<file path="src/rtl/nic_cs_pkg.sv">
package nic_cs_pkg;

  localparam int WORD_W    = 16;
  localparam int CAUSE_W   = 8;            // status bits 15:8
  localparam int CU_CODE_W = 4;
  localparam int RU_CODE_W = 3;

  // clearable cause bits within status[15:8] (0xFD00 >> 8)
  localparam logic [CAUSE_W-1:0] CAUSE_LEGAL = 8'hFD;
  localparam int SWI_IDX = 2;              // status bit 10

  // command word bit positions
  localparam int CMD_MASK_BIT = 8;
  localparam int CMD_SWI_BIT  = 9;
  localparam int CMD_CU_LSB   = 4;
  localparam int CMD_RU_LSB   = 0;

  typedef enum logic [1:0] {
    REG_STATUS = 2'd0,
    REG_CMD    = 2'd1,
    REG_PTR    = 2'd2,
    REG_NONE   = 2'd3
  } reg_sel_e;

  function automatic logic cu_code_legal(input logic [CU_CODE_W-1:0] c);
    case (c)
      4'd0, 4'd1, 4'd2, 4'd4, 4'd5, 4'd6, 4'd7: return 1'b1;
      default: return 1'b0;
    endcase
  endfunction

  function automatic logic ru_code_legal(input logic [RU_CODE_W-1:0] c);
    case (c)
      3'd0, 3'd1, 3'd2, 3'd4, 3'd6, 3'd7: return 1'b1;
      default: return 1'b0;
    endcase
  endfunction

endpackage

</file>
<file path="src/rtl/nic_cmd_slot.sv">
module nic_cmd_slot #(
  parameter int CODE_W = 4,
  parameter int PTR_W  = 32,
  parameter bit IS_CU  = 1'b1
) (
  input  logic              clk,
  input  logic              rst,
  input  logic              issue,
  input  logic [CODE_W-1:0] code_in,
  input  logic [PTR_W-1:0]  ptr_in,
  input  logic              accept,
  output logic              valid,
  output logic [CODE_W-1:0] code,
  output logic [PTR_W-1:0]  ptr,
  output logic              err_pulse
);

  logic              legal;
  logic              valid_q;
  logic [CODE_W-1:0] code_q;
  logic [PTR_W-1:0]  ptr_q;

  generate
    if (IS_CU) begin : g_cu_rules
      assign legal = nic_cs_pkg::cu_code_legal(code_in);
    end else begin : g_ru_rules
      assign legal = nic_cs_pkg::ru_code_legal(code_in);
    end
  endgenerate

  always_ff @(posedge clk) begin
    if (rst) begin
      valid_q <= 1'b0;
      code_q  <= '0;
      ptr_q   <= '0;
    end else if (issue && !valid_q && legal) begin
      valid_q <= 1'b1;
      code_q  <= code_in;
      ptr_q   <= ptr_in;
    end else if (valid_q && accept) begin
      valid_q <= 1'b0;
      code_q  <= '0;
    end
  end

  assign err_pulse = issue && (valid_q || !legal);
  assign valid     = valid_q;
  assign code      = code_q;
  assign ptr       = ptr_q;

  // an offered command stays unchanged until taken
  p_hold_until_taken_r3: assert property (@(posedge clk) disable iff (rst)
    (valid_q && !accept) |=> (valid_q && $stable(code_q) && $stable(ptr_q)));

  // accept withdraws the offer on the next cycle
  p_taken_clears_r3: assert property (@(posedge clk) disable iff (rst)
    (valid_q && accept) |=> (!valid_q && code_q == '0));

  generate
    if (IS_CU) begin : g_cu_chk
      // only defined codes are ever offered
      p_only_legal_r6: assert property (@(posedge clk) disable iff (rst)
        valid_q |-> (nic_cs_pkg::cu_code_legal(code_q) && code_q != '0));
    end else begin : g_ru_chk
      p_only_legal_r6: assert property (@(posedge clk) disable iff (rst)
        valid_q |-> (nic_cs_pkg::ru_code_legal(code_q) && code_q != '0));
    end
  endgenerate

endmodule

</file>
<file path="src/rtl/nic_cause_reg.sv">
module nic_cause_reg
  import nic_cs_pkg::*;
(
  input  logic               clk,
  input  logic               rst,
  input  logic [CAUSE_W-1:0] ev,
  input  logic               swi_set,
  input  logic [CAUSE_W-1:0] clr,
  input  logic               mask,
  output logic [CAUSE_W-1:0] cause,
  output logic               irq
);

  logic [CAUSE_W-1:0] cause_q;
  logic [CAUSE_W-1:0] set_vec;
  logic [CAUSE_W-1:0] swi_vec;
  logic               irq_q;
  logic               hw_pending;

  always_comb begin
    swi_vec          = '0;
    swi_vec[SWI_IDX] = swi_set;
    set_vec          = (ev | swi_vec) & CAUSE_LEGAL;
  end

  always_ff @(posedge clk) begin
    if (rst) cause_q <= '0;
    else     cause_q <= ((cause_q & ~(clr & CAUSE_LEGAL)) | set_vec);
  end

  always_comb begin
    hw_pending = 1'b0;
    for (int i = 0; i < CAUSE_W; i++) begin
      if (i != SWI_IDX && cause_q[i]) hw_pending = 1'b1;
    end
  end

  always_ff @(posedge clk) begin
    if (rst) irq_q <= 1'b0;
    else     irq_q <= (hw_pending && !mask) || cause_q[SWI_IDX];
  end

  assign cause = cause_q;
  assign irq   = irq_q;

  // a pulse always lands, even against a same-cycle clear
  p_event_kept_r7: assert property (@(posedge clk) disable iff (rst)
    (set_vec != '0) |=> ((cause_q & $past(set_vec)) == $past(set_vec)));

  // no pending cause, no interrupt on the following cycle
  p_irq_quiet_r8: assert property (@(posedge clk) disable iff (rst)
    (cause_q == '0) |=> !irq_q);

  // the mask holds the line low unless software raised it
  p_mask_gates_r9: assert property (@(posedge clk) disable iff (rst)
    (mask && !cause_q[SWI_IDX]) |=> !irq_q);

endmodule

</file>
<file path="src/rtl/nic_cmd_stat.sv">
module nic_cmd_stat
  import nic_cs_pkg::*;
#(
  parameter int DATA_W = 32,
  parameter int PTR_W  = 32,
  parameter int ADDR_W = 2
) (
  input  logic                 clk,
  input  logic                 rst,
  input  logic                 wr_en,
  input  logic [ADDR_W-1:0]    wr_addr,
  input  logic [DATA_W-1:0]    wr_data,
  input  logic                 rd_en,
  input  logic [ADDR_W-1:0]    rd_addr,
  output logic [DATA_W-1:0]    rd_data,
  input  logic [CAUSE_W-1:0]   ev_in,
  input  logic [1:0]           cu_state,
  input  logic [3:0]           ru_state,
  output logic                 cu_valid,
  output logic [CU_CODE_W-1:0] cu_code,
  output logic [PTR_W-1:0]     cu_ptr,
  input  logic                 cu_accept,
  output logic                 ru_valid,
  output logic [RU_CODE_W-1:0] ru_code,
  output logic [PTR_W-1:0]     ru_ptr,
  input  logic                 ru_accept,
  output logic                 irq
);

  localparam int PAD_W = DATA_W - WORD_W;

  logic                 wr_status, wr_cmd, wr_ptr;
  logic [WORD_W-1:0]    cmd_in;
  logic [CU_CODE_W-1:0] cu_field;
  logic [RU_CODE_W-1:0] ru_field;
  logic                 mask_q;
  logic                 err_q;
  logic [PTR_W-1:0]     ptr_q;
  logic                 cu_err, ru_err;
  logic [CAUSE_W-1:0]   cause;
  logic [CAUSE_W-1:0]   clr_vec;
  logic [WORD_W-1:0]    status_word, cmd_word;
  logic [DATA_W-1:0]    rd_mux, rd_q;

  // ---- write decode ----
  always_comb begin
    wr_status = wr_en && (wr_addr == ADDR_W'(REG_STATUS));
    wr_cmd    = wr_en && (wr_addr == ADDR_W'(REG_CMD));
    wr_ptr    = wr_en && (wr_addr == ADDR_W'(REG_PTR));
    cmd_in    = wr_data[WORD_W-1:0];
    cu_field  = cmd_in[CMD_CU_LSB +: CU_CODE_W];
    ru_field  = cmd_in[CMD_RU_LSB +: RU_CODE_W];
    clr_vec   = wr_status ? wr_data[WORD_W-1 -: CAUSE_W] : '0;
  end

  always_ff @(posedge clk) begin
    if (rst) begin
      mask_q <= 1'b1;
      ptr_q  <= '0;
    end else begin
      if (wr_cmd) mask_q <= cmd_in[CMD_MASK_BIT];
      if (wr_ptr) ptr_q  <= wr_data[PTR_W-1:0];
    end
  end

  // ---- per-engine command slots ----
  nic_cmd_slot #(.CODE_W(CU_CODE_W), .PTR_W(PTR_W), .IS_CU(1'b1)) u_cu_slot (
    .clk       (clk),
    .rst       (rst),
    .issue     (wr_cmd && (cu_field != '0)),
    .code_in   (cu_field),
    .ptr_in    (ptr_q),
    .accept    (cu_accept),
    .valid     (cu_valid),
    .code      (cu_code),
    .ptr       (cu_ptr),
    .err_pulse (cu_err)
  );

  nic_cmd_slot #(.CODE_W(RU_CODE_W), .PTR_W(PTR_W), .IS_CU(1'b0)) u_ru_slot (
    .clk       (clk),
    .rst       (rst),
    .issue     (wr_cmd && (ru_field != '0)),
    .code_in   (ru_field),
    .ptr_in    (ptr_q),
    .accept    (ru_accept),
    .valid     (ru_valid),
    .code      (ru_code),
    .ptr       (ru_ptr),
    .err_pulse (ru_err)
  );

  // ---- sticky drop flag, set wins over clear ----
  always_ff @(posedge clk) begin
    if (rst)                        err_q <= 1'b0;
    else if (cu_err || ru_err)      err_q <= 1'b1;
    else if (wr_status && wr_data[0]) err_q <= 1'b0;
  end

  // ---- causes and interrupt ----
  nic_cause_reg u_cause (
    .clk     (clk),
    .rst     (rst),
    .ev      (ev_in),
    .swi_set (wr_cmd && cmd_in[CMD_SWI_BIT]),
    .clr     (clr_vec),
    .mask    (mask_q),
    .cause   (cause),
    .irq     (irq)
  );

  // ---- read path ----
  always_comb begin
    status_word = {cause, cu_state, ru_state, 1'b0, err_q};
    cmd_word    = '0;
    cmd_word[CMD_MASK_BIT]                = mask_q;
    cmd_word[CMD_CU_LSB +: CU_CODE_W]     = cu_code;
    cmd_word[CMD_RU_LSB +: RU_CODE_W]     = ru_code;
    case (rd_addr)
      ADDR_W'(REG_STATUS): rd_mux = {{PAD_W{1'b0}}, status_word};
      ADDR_W'(REG_CMD):    rd_mux = {{PAD_W{1'b0}}, cmd_word};
      ADDR_W'(REG_PTR):    rd_mux = DATA_W'(ptr_q);
      default:             rd_mux = '0;
    endcase
  end

  always_ff @(posedge clk) begin
    if (rst)        rd_q <= '0;
    else if (rd_en) rd_q <= rd_mux;
  end

  assign rd_data = rd_q;

  // a busy engine never gets its offer replaced by a new write
  p_busy_write_dropped_r5: assert property (@(posedge clk) disable iff (rst)
    (cu_valid && !cu_accept && wr_cmd) |=> (cu_valid && $stable(cu_code)));

endmodule

</file>
<file path="config.mk">
export PLATFORM = sky130hd
export DESIGN_NAME = nic_cmd_stat
export DESIGN_NICKNAME = d
export VERILOG_FILES = /design/src/rtl/nic_cs_pkg.sv /design/src/rtl/nic_cmd_slot.sv /design/src/rtl/nic_cause_reg.sv /design/src/rtl/nic_cmd_stat.sv
export SDC_FILE = /design/constraint.sdc
export NUM_CORES = 1
export LEC_CHECK = 0
export BUFFER_PORTS_ARGS = -buffer_cell sky130_fd_sc_hd__buf_4
export CAP_MARGIN = 20
export CORE_MARGIN = 2
export CORE_UTILIZATION = 50
export CTS_BUF_LIST = sky130_fd_sc_hd__clkbuf_4
export DETAILED_ROUTE_END_ITERATION = 16
export PLACE_DENSITY = 0.78
export SYNTH_ARGS = -nofsm -noshare
export SYNTH_HDL_FRONTEND = slang
export SYNTH_SLANG_ARGS = --single-unit
</file>
<file path="constraint.sdc">
create_clock -name clk -period 1.67 [get_ports clk]
set_input_delay 0.167 -clock clk [delete_from_list [all_inputs] [get_ports clk]]
set_output_delay 0.167 -clock clk [all_outputs]
set_load 0.02 [all_outputs]
</file>
# Word level (Yosys, flattened, before mapping)
# Index checks and enable logic that the tools add are counted.
[classes] n_reduce_logical=36 muxes=21 eq_ne=15 n_bitwise=4
[op_table] op="one-hot mux 32 bit (3 select lines)" count=1
[op_table] op="== test 4 x 3 -> 1 bit, second input constant" count=4
[op_table] op="logical AND 1 bit" count=16
[op_table] op="two-way mux 1 bit" count=15
[op_table] op="== test 3 bit, second input constant" count=3
[op_table] op="AND 8 bit" count=1
[op_table] op="two-way mux 4 bit" count=2
[op_table] op="two-way mux 8 bit" count=1
[op_table] op="NOT 8 bit" count=1
[op_table] op="bitwise OR 8 x 3 -> 8 bit" count=1
[op_table] op="bitwise OR 8 bit" count=1
[op_table] op="OR reduction 7 bit" count=1
[op_table] op="two-way mux 3 bit" count=2
[op_table] op="nonzero test 2 bit" count=3
[op_table] op="OR reduction 6 bit" count=1
[op_table] op="logical NOT 1 bit" count=5
[op_table] op="== test 2 x 1 -> 1 bit, second input constant" count=2
[op_table] op="== test 2 bit, second input constant" count=2
[op_table] op="== test 4 x 1 -> 1 bit, second input constant" count=1
[op_table] op="== test 4 x 2 -> 1 bit, second input constant" count=1
[op_table] op="logical NOT 2 bit" count=2
[op_table] op="logical NOT 4 bit" count=1
[op_table] op="logical OR 1 bit" count=4
[op_table] op="nonzero test 4 bit" count=1
[op_table] op="4 further kinds" count=4
[word_totals] register_bits=148 output_inout_bits=106 in_bits=56 wordCells=88

# Depth between registers and ports, before layout
[depth] word_depth=9 depth_mapped=8 depth_no_buf=4

# Modules after synthesis
# Synthesis repeated with hierarchy kept, for this count alone.
[hier_totals] cells_unflattened=695 area_unflattened_um2=6384.9
[modules_own_cells] mod="nic_cmd_stat" area_per_inst_um2=2737.6 n_inst=1 seq_area_each_um2=1321.3 cells_per_inst=333
[modules_own_cells] mod="nic_cmd_slot at u_cu_slot" area_per_inst_um2=1675.4 n_inst=1 seq_area_each_um2=740.7 cells_per_inst=163
[modules_own_cells] mod="nic_cmd_slot at u_ru_slot" area_per_inst_um2=1654.1 n_inst=1 seq_area_each_um2=720.7 cells_per_inst=163
[modules_own_cells] mod="nic_cause_reg" area_per_inst_um2=317.8 n_inst=1 seq_area_each_um2=160.2 cells_per_inst=36

# Least setup slack after synthesis
# Ideal clock, no wire load.
[synth_path] path_type="register to register" startpoint="register u_ru_slot.valid_q, in the netlist u_ru_slot.valid" endpoint="register u_ru_slot.ptr_q[18], in the netlist u_ru_slot.ptr[18]" stages_incl_launch_ff=6 required_time_ps=1542 setup_time_ps=128 arrival_ps=1332 path_buffers=2 slack_ps=210 synth_period_minus_slack_ps=1460 path_cell_list="dfxtp_1 > a2111oi_4 > buf_6 > buf_8 > mux2i_1 > nor2_1"
[synth_between] elab_chain_len=3
[synth_rtl] item="start, declared" line_no="nic_cmd_slot.sv:19" rtl="logic valid_q;"
[synth_rtl] item="start signal, assigned" line_no="nic_cmd_slot.sv:33" rtl="valid_q <= 1'b0;"
[synth_rtl] item="start signal, assigned" line_no="nic_cmd_slot.sv:37" rtl="valid_q <= 1'b1;"
[synth_rtl] item="start signal, assigned" line_no="nic_cmd_slot.sv:41" rtl="valid_q <= 1'b0;"
[synth_rtl] item="logical NOT 1 bit" line_no="nic_cmd_slot.sv:36" rtl="end else if (issue && !valid_q && legal) begin"
[synth_rtl] item="logical AND 1 bit (2 in series)" line_no="nic_cmd_slot.sv:36"
[synth_rtl] item="end signal, assigned" line_no="nic_cmd_slot.sv:39" rtl="ptr_q <= ptr_in;"
[synth_rtl] item="end, declared" line_no="nic_cmd_slot.sv:21" rtl="logic [PTR_W-1:0] ptr_q;"
# Every way passes these cells.
# A chain may end at the register's enable or synchronous reset.

# Final worst setup path
[layout_path] startpoint="input wr_data[0]" endpoint="register u_ru_slot.ptr_q[10], in the netlist u_ru_slot.ptr[10]"
[layout_between] elab_chain_len=4 word_cells_on_any_way=12 classes_between="eq/ne (5); mux (1); reduce/logical (6)"
[layout_rtl] item="start, declared" line_no="nic_cmd_stat.sv:12" rtl="input logic [DATA_W-1:0] wr_data,"
[layout_rtl] item="== test 3 x 1 -> 1 bit (tied with other cells)" line_no="nic_cs_pkg.sv:33" rtl="case (c)"
[layout_rtl] item="OR reduction 6 bit / logical AND 1 bit (equally long branches)" line_no="nic_cs_pkg.sv:33, nic_cmd_stat.sv:83"
[layout_rtl] item="two-way mux 1 bit / logical AND 1 bit (equally long branches)" line_no="nic_cs_pkg.sv:33, nic_cmd_slot.sv:36"
[layout_rtl] item="logical AND 1 bit *" line_no="nic_cmd_slot.sv:36"
# Every way passes the cells marked *; elsewhere a longest branch is shown, timed or not.

==> reports/qor.csv <==
stage,metric,value,unit
outcome,status,"complete, no violations",
detailed_routing,vias,5314,
cts,htreeDepth,4,
layout,fillCellCount,814,
yosys,synthCells,649,
yosys,netlist_area,5529,sq um
cts,clk_pin_slew,0.13,ns
placement,portBuffers,160,
timing,period_minus_slack,1.639,ns
critical_path,slowest_delay,0.53,ns
grt,grt_overflow,0,
yosys,ys_types,34,
critical_path,cp_data_required_time,2.09,ns
timing,tightest_slew,0.9238,ns
timing,slew_violations,0,
yosys,ys_top_cells_by_area,"dfxtp_1 53%, nand2_1 10%, a21oi_1 9.9%, mux2i_1 7.1%, nor2_1 5.7%",
detailed_routing,ant_nets,0,
floorplan,rows,38,
layout,final_util,71.59,%
detailed_routing,via_per_inst,5.293,
yosys,synth_top_area_share,53.22,%
floorplan,fp.dieH,109.2,um
timing,finalHoldViolations,0,
power,p_leak,3.176,nW
detailed_routing,routedWlPerCell,16.30,um
timing,finalCritPeriodShare,98.13,%
critical_path,crit_slowest_cell,dlygate4sd3_1,
placement,place_congestion,0.8254,
yosys,yosysWarnings,0,
floorplan,core,10790,sq um
timing,hold-worst-slack,0.04326,ns
timing,fin_skew,0.02741,ns
grt,grt_pass1_wl,24.79,mm
placement,post-dp-hpwl,10.31,mm
power,vdd_drop_max,0.0005254,V
critical_path,arrival,2.06,ns
layout,drive_gt1_share,26.04,%
cts,clk_path_buf_depth,2,
timing,setup_slack,0.03129,ns
cts,clkLatencyLatePin,0.55,ns
detailed_routing,drc,0,
grt,grt_pass1_vias,5099,
cts,tritoncts,built,
placement,placed_cell_area,6895,sq um
layout,syn2layout_area_growth,39.74,%
cts,cts_made_buffers,17,
yosys,yosysTopAreaCell,dfxtp_1,
yosys,avgSynthCellArea,8.519,sq um
flow_run,maxCapViolations,0,
hold_path,min_path_cells,4,
timing,tns,0,ns
critical_path,worstPathCellList,dlygate4sd3_1 > buf_4 > nor3_1 > a2111oi_4 > buf_4 > buf_12 > mux2i_1 > nor2_1,
layout,antenna_cells,0,
grt,grt_start_max_net_pins,56,
grt,antenna_found_initial,0,
cts,cts-root-buf,clkbuf_4,
floorplan,die_w,109.2,um
yosys,ys_seq_area_share,53.22,%
placement,pre_cts_slack,0.004939,ns
cts,clkSinkCount,147,
critical_path,reg2reg_depth,5,
layout,fin_nets,907,
critical_path,r2r_start,u_ru_slot.valid$_SDFFE_PP0P_,
critical_path,crit_path_start_kind,input pin,
floorplan,pin_count,162,
yosys,synth_nets,705,
floorplan,start_util,51.23,%
hold_path,hp-start,rd_en,
layout,final_area,7726,sq um
timing,rsz0062_at_grt,false,
critical_path,crit_start,wr_data[0],
timing,setup_viol,0,
timing,relSlewSlack,38.41,%
hold_path,hold_class,input pin to flop,
floorplan,dieArea,11910,sq um
critical_path,crit_path_frequent_cell,buf_4,
detailed_routing,wirelength,16.37,mm
detailed_routing,drt_pass1_iterations,5,
critical_path,crit_fanout,10,
power,power_density,863.2,nW/um^2
critical_path,setup.worst_path.end_class,flop,
detailed_routing,drt_iter0_drc,378,
grt,grt_util_all_layers,26.80,%
timing,fmax,610.2,MHz
critical_path,crit_type,input pin to flop,
yosys,ys_ff_latch,147,
## cells in the mapped netlist
master     count
nor2b_1       27
buf_4          1
nand3_1        3
o22ai_1        1
nand2_1      147
or2_2          1
nor4_1         1
o21a_1         1
clkbuf_1      33
and4b_1        1
a21oi_1      109
nor3_1         1
nor2_1        84
nand4bb_1      1
nor3b_1        1
buf_6          1
and3b_1        2
o211a_1        1
xor2_1         2
a221oi_1       1
dfxtp_1      147
a311oi_1       2
o21ai_0        5
a2111oi_4      1
and2_1         1
nand3b_1       7
mux2i_1       39
mux2_2         7
buf_2         10
o211ai_1       1
inv_1          1
a211oi_1       7
buf_8          1
nand2b_1       1
## state kept, by name, indices dropped and copies added (netlist names)
name             flops
ptr_q               32
rd_data             32
u_cu_slot.ptr       32
u_ru_slot.ptr       32
u_cause.cause        7
u_cu_slot.code       4
u_ru_slot.code       3
err_q                1
mask_q               1
u_cause.irq          1
u_cu_slot.valid      1
u_ru_slot.valid      1
## repair_timing
| item | in CTS | in global routing |
|---|---|---|
| setup endpoints to repair | 0 | 16 |
| gates resized for setup | 0 | 8 |
| hold buffers | 46 | 0 |
| setup buffers | 0 | 1 |
| hold endpoints to repair | 48 | 0 |
## worst paths after layout
| kind | end | slack [ns] |
|---|---|---|
| setup reg to reg | u_ru_slot.ptr[10]$_SDFFE_PP0P_ | 0.15 |
| hold reg to reg | u_cu_slot.ptr[31]$_SDFFE_PP0P_ | 0.46 |
| setup / recovery | u_ru_slot.ptr[10]$_SDFFE_PP0P_ | 0.03 |
| hold / removal | rd_data[14]$_SDFFE_PP0P_ | 0.04 |
## power breakdown
part | internal, W | switching, W | leakage, nW
sequential | 0.00358 | 0.0000594 | 1.19
combinational | 0.000331 | 0.000350 | 1.83
clock | 0.00107 | 0.00128 | 0.153
total | 0.00498 | 0.00169 | 3.18
## cells by family (layout without fill, tap and decap cells)
group / Yosys count / in the layout / synth area share [%]
simple gates: 278 / 278 / 21.34
flops: 147 / 147 / 53.22
compound gates: 129 / 129 / 12.81
buf+inv: 47 / 262 / 3.824
mux: 46 / 46 / 8.486
xor+xnor: 2 / 2 / 0.3169
## stage by stage
step / std cells / power [W]
floorplan: 649 / 0.004006
global placement: 924 / 0.004263
detailed placement: 924 / 0.004278
CTS: 1002 / 0.006669
global route: 1004 / 0.006880
finish: 1004 / 0.006669
## area by class of cell
cell class	count	area, sq um	area share, %
multi-input combinational	455	2396	31.01
tap	140	175.2	2.267
clock buffer	19	142.6	1.846
sequential	147	2943	38.09
clock inverter	13	160.2	2.073
timing repair buffer	229	1906	24.66
inverter	1	3.754	0.04858
## layer usage
| layer | track usage (%) | vias to the layer above | wire length, um |
|---|---|---|---|
| met4 | 11.54 | 0 | 404 |
| met3 | 6.396 | 36 | 1325 |
| met2 | 45.47 | 219 | 8069 |
| li1 | - | 2549 | - |
| met1 | 32.32 | 2510 | 6569 |
| met5 | 0 | - | 0 |
## cell usage in the layout (no fill, tap or decap), types with 2 or more instances in the layout
cell | Yosys | routed
mux2i_1 | 39 | 39
and3b_1 | 2 | 2
dlymetal6s4s_1 | 0 | 2
a21oi_1 | 109 | 109
clkbuf_4 | 0 | 19
nand3_1 | 3 | 3
nand2_1 | 147 | 147
nor2_1 | 84 | 83
dfxtp_1 | 147 | 147
o21ai_0 | 5 | 5
clkinv_2 | 0 | 2
bufinv_16 | 0 | 3
nand3b_1 | 7 | 7
clkinvlp_4 | 0 | 4
mux2_2 | 7 | 7
a311oi_1 | 2 | 2
a211oi_1 | 7 | 7
buf_4 | 1 | 177
nor2b_1 | 27 | 27
dlygate4sd3_1 | 0 | 44
buf_12 | 0 | 3
clkinv_4 | 0 | 2
## worst max-delay path: cells and delay by family
kind	cells	cell delay, ns
buffers and inverters	4	1.07
muxes	1	0.20
AOI/OAI and AO/OA	1	0.46
and+or+nand+nor	2	0.15
(Power assumes the default switching activity.)
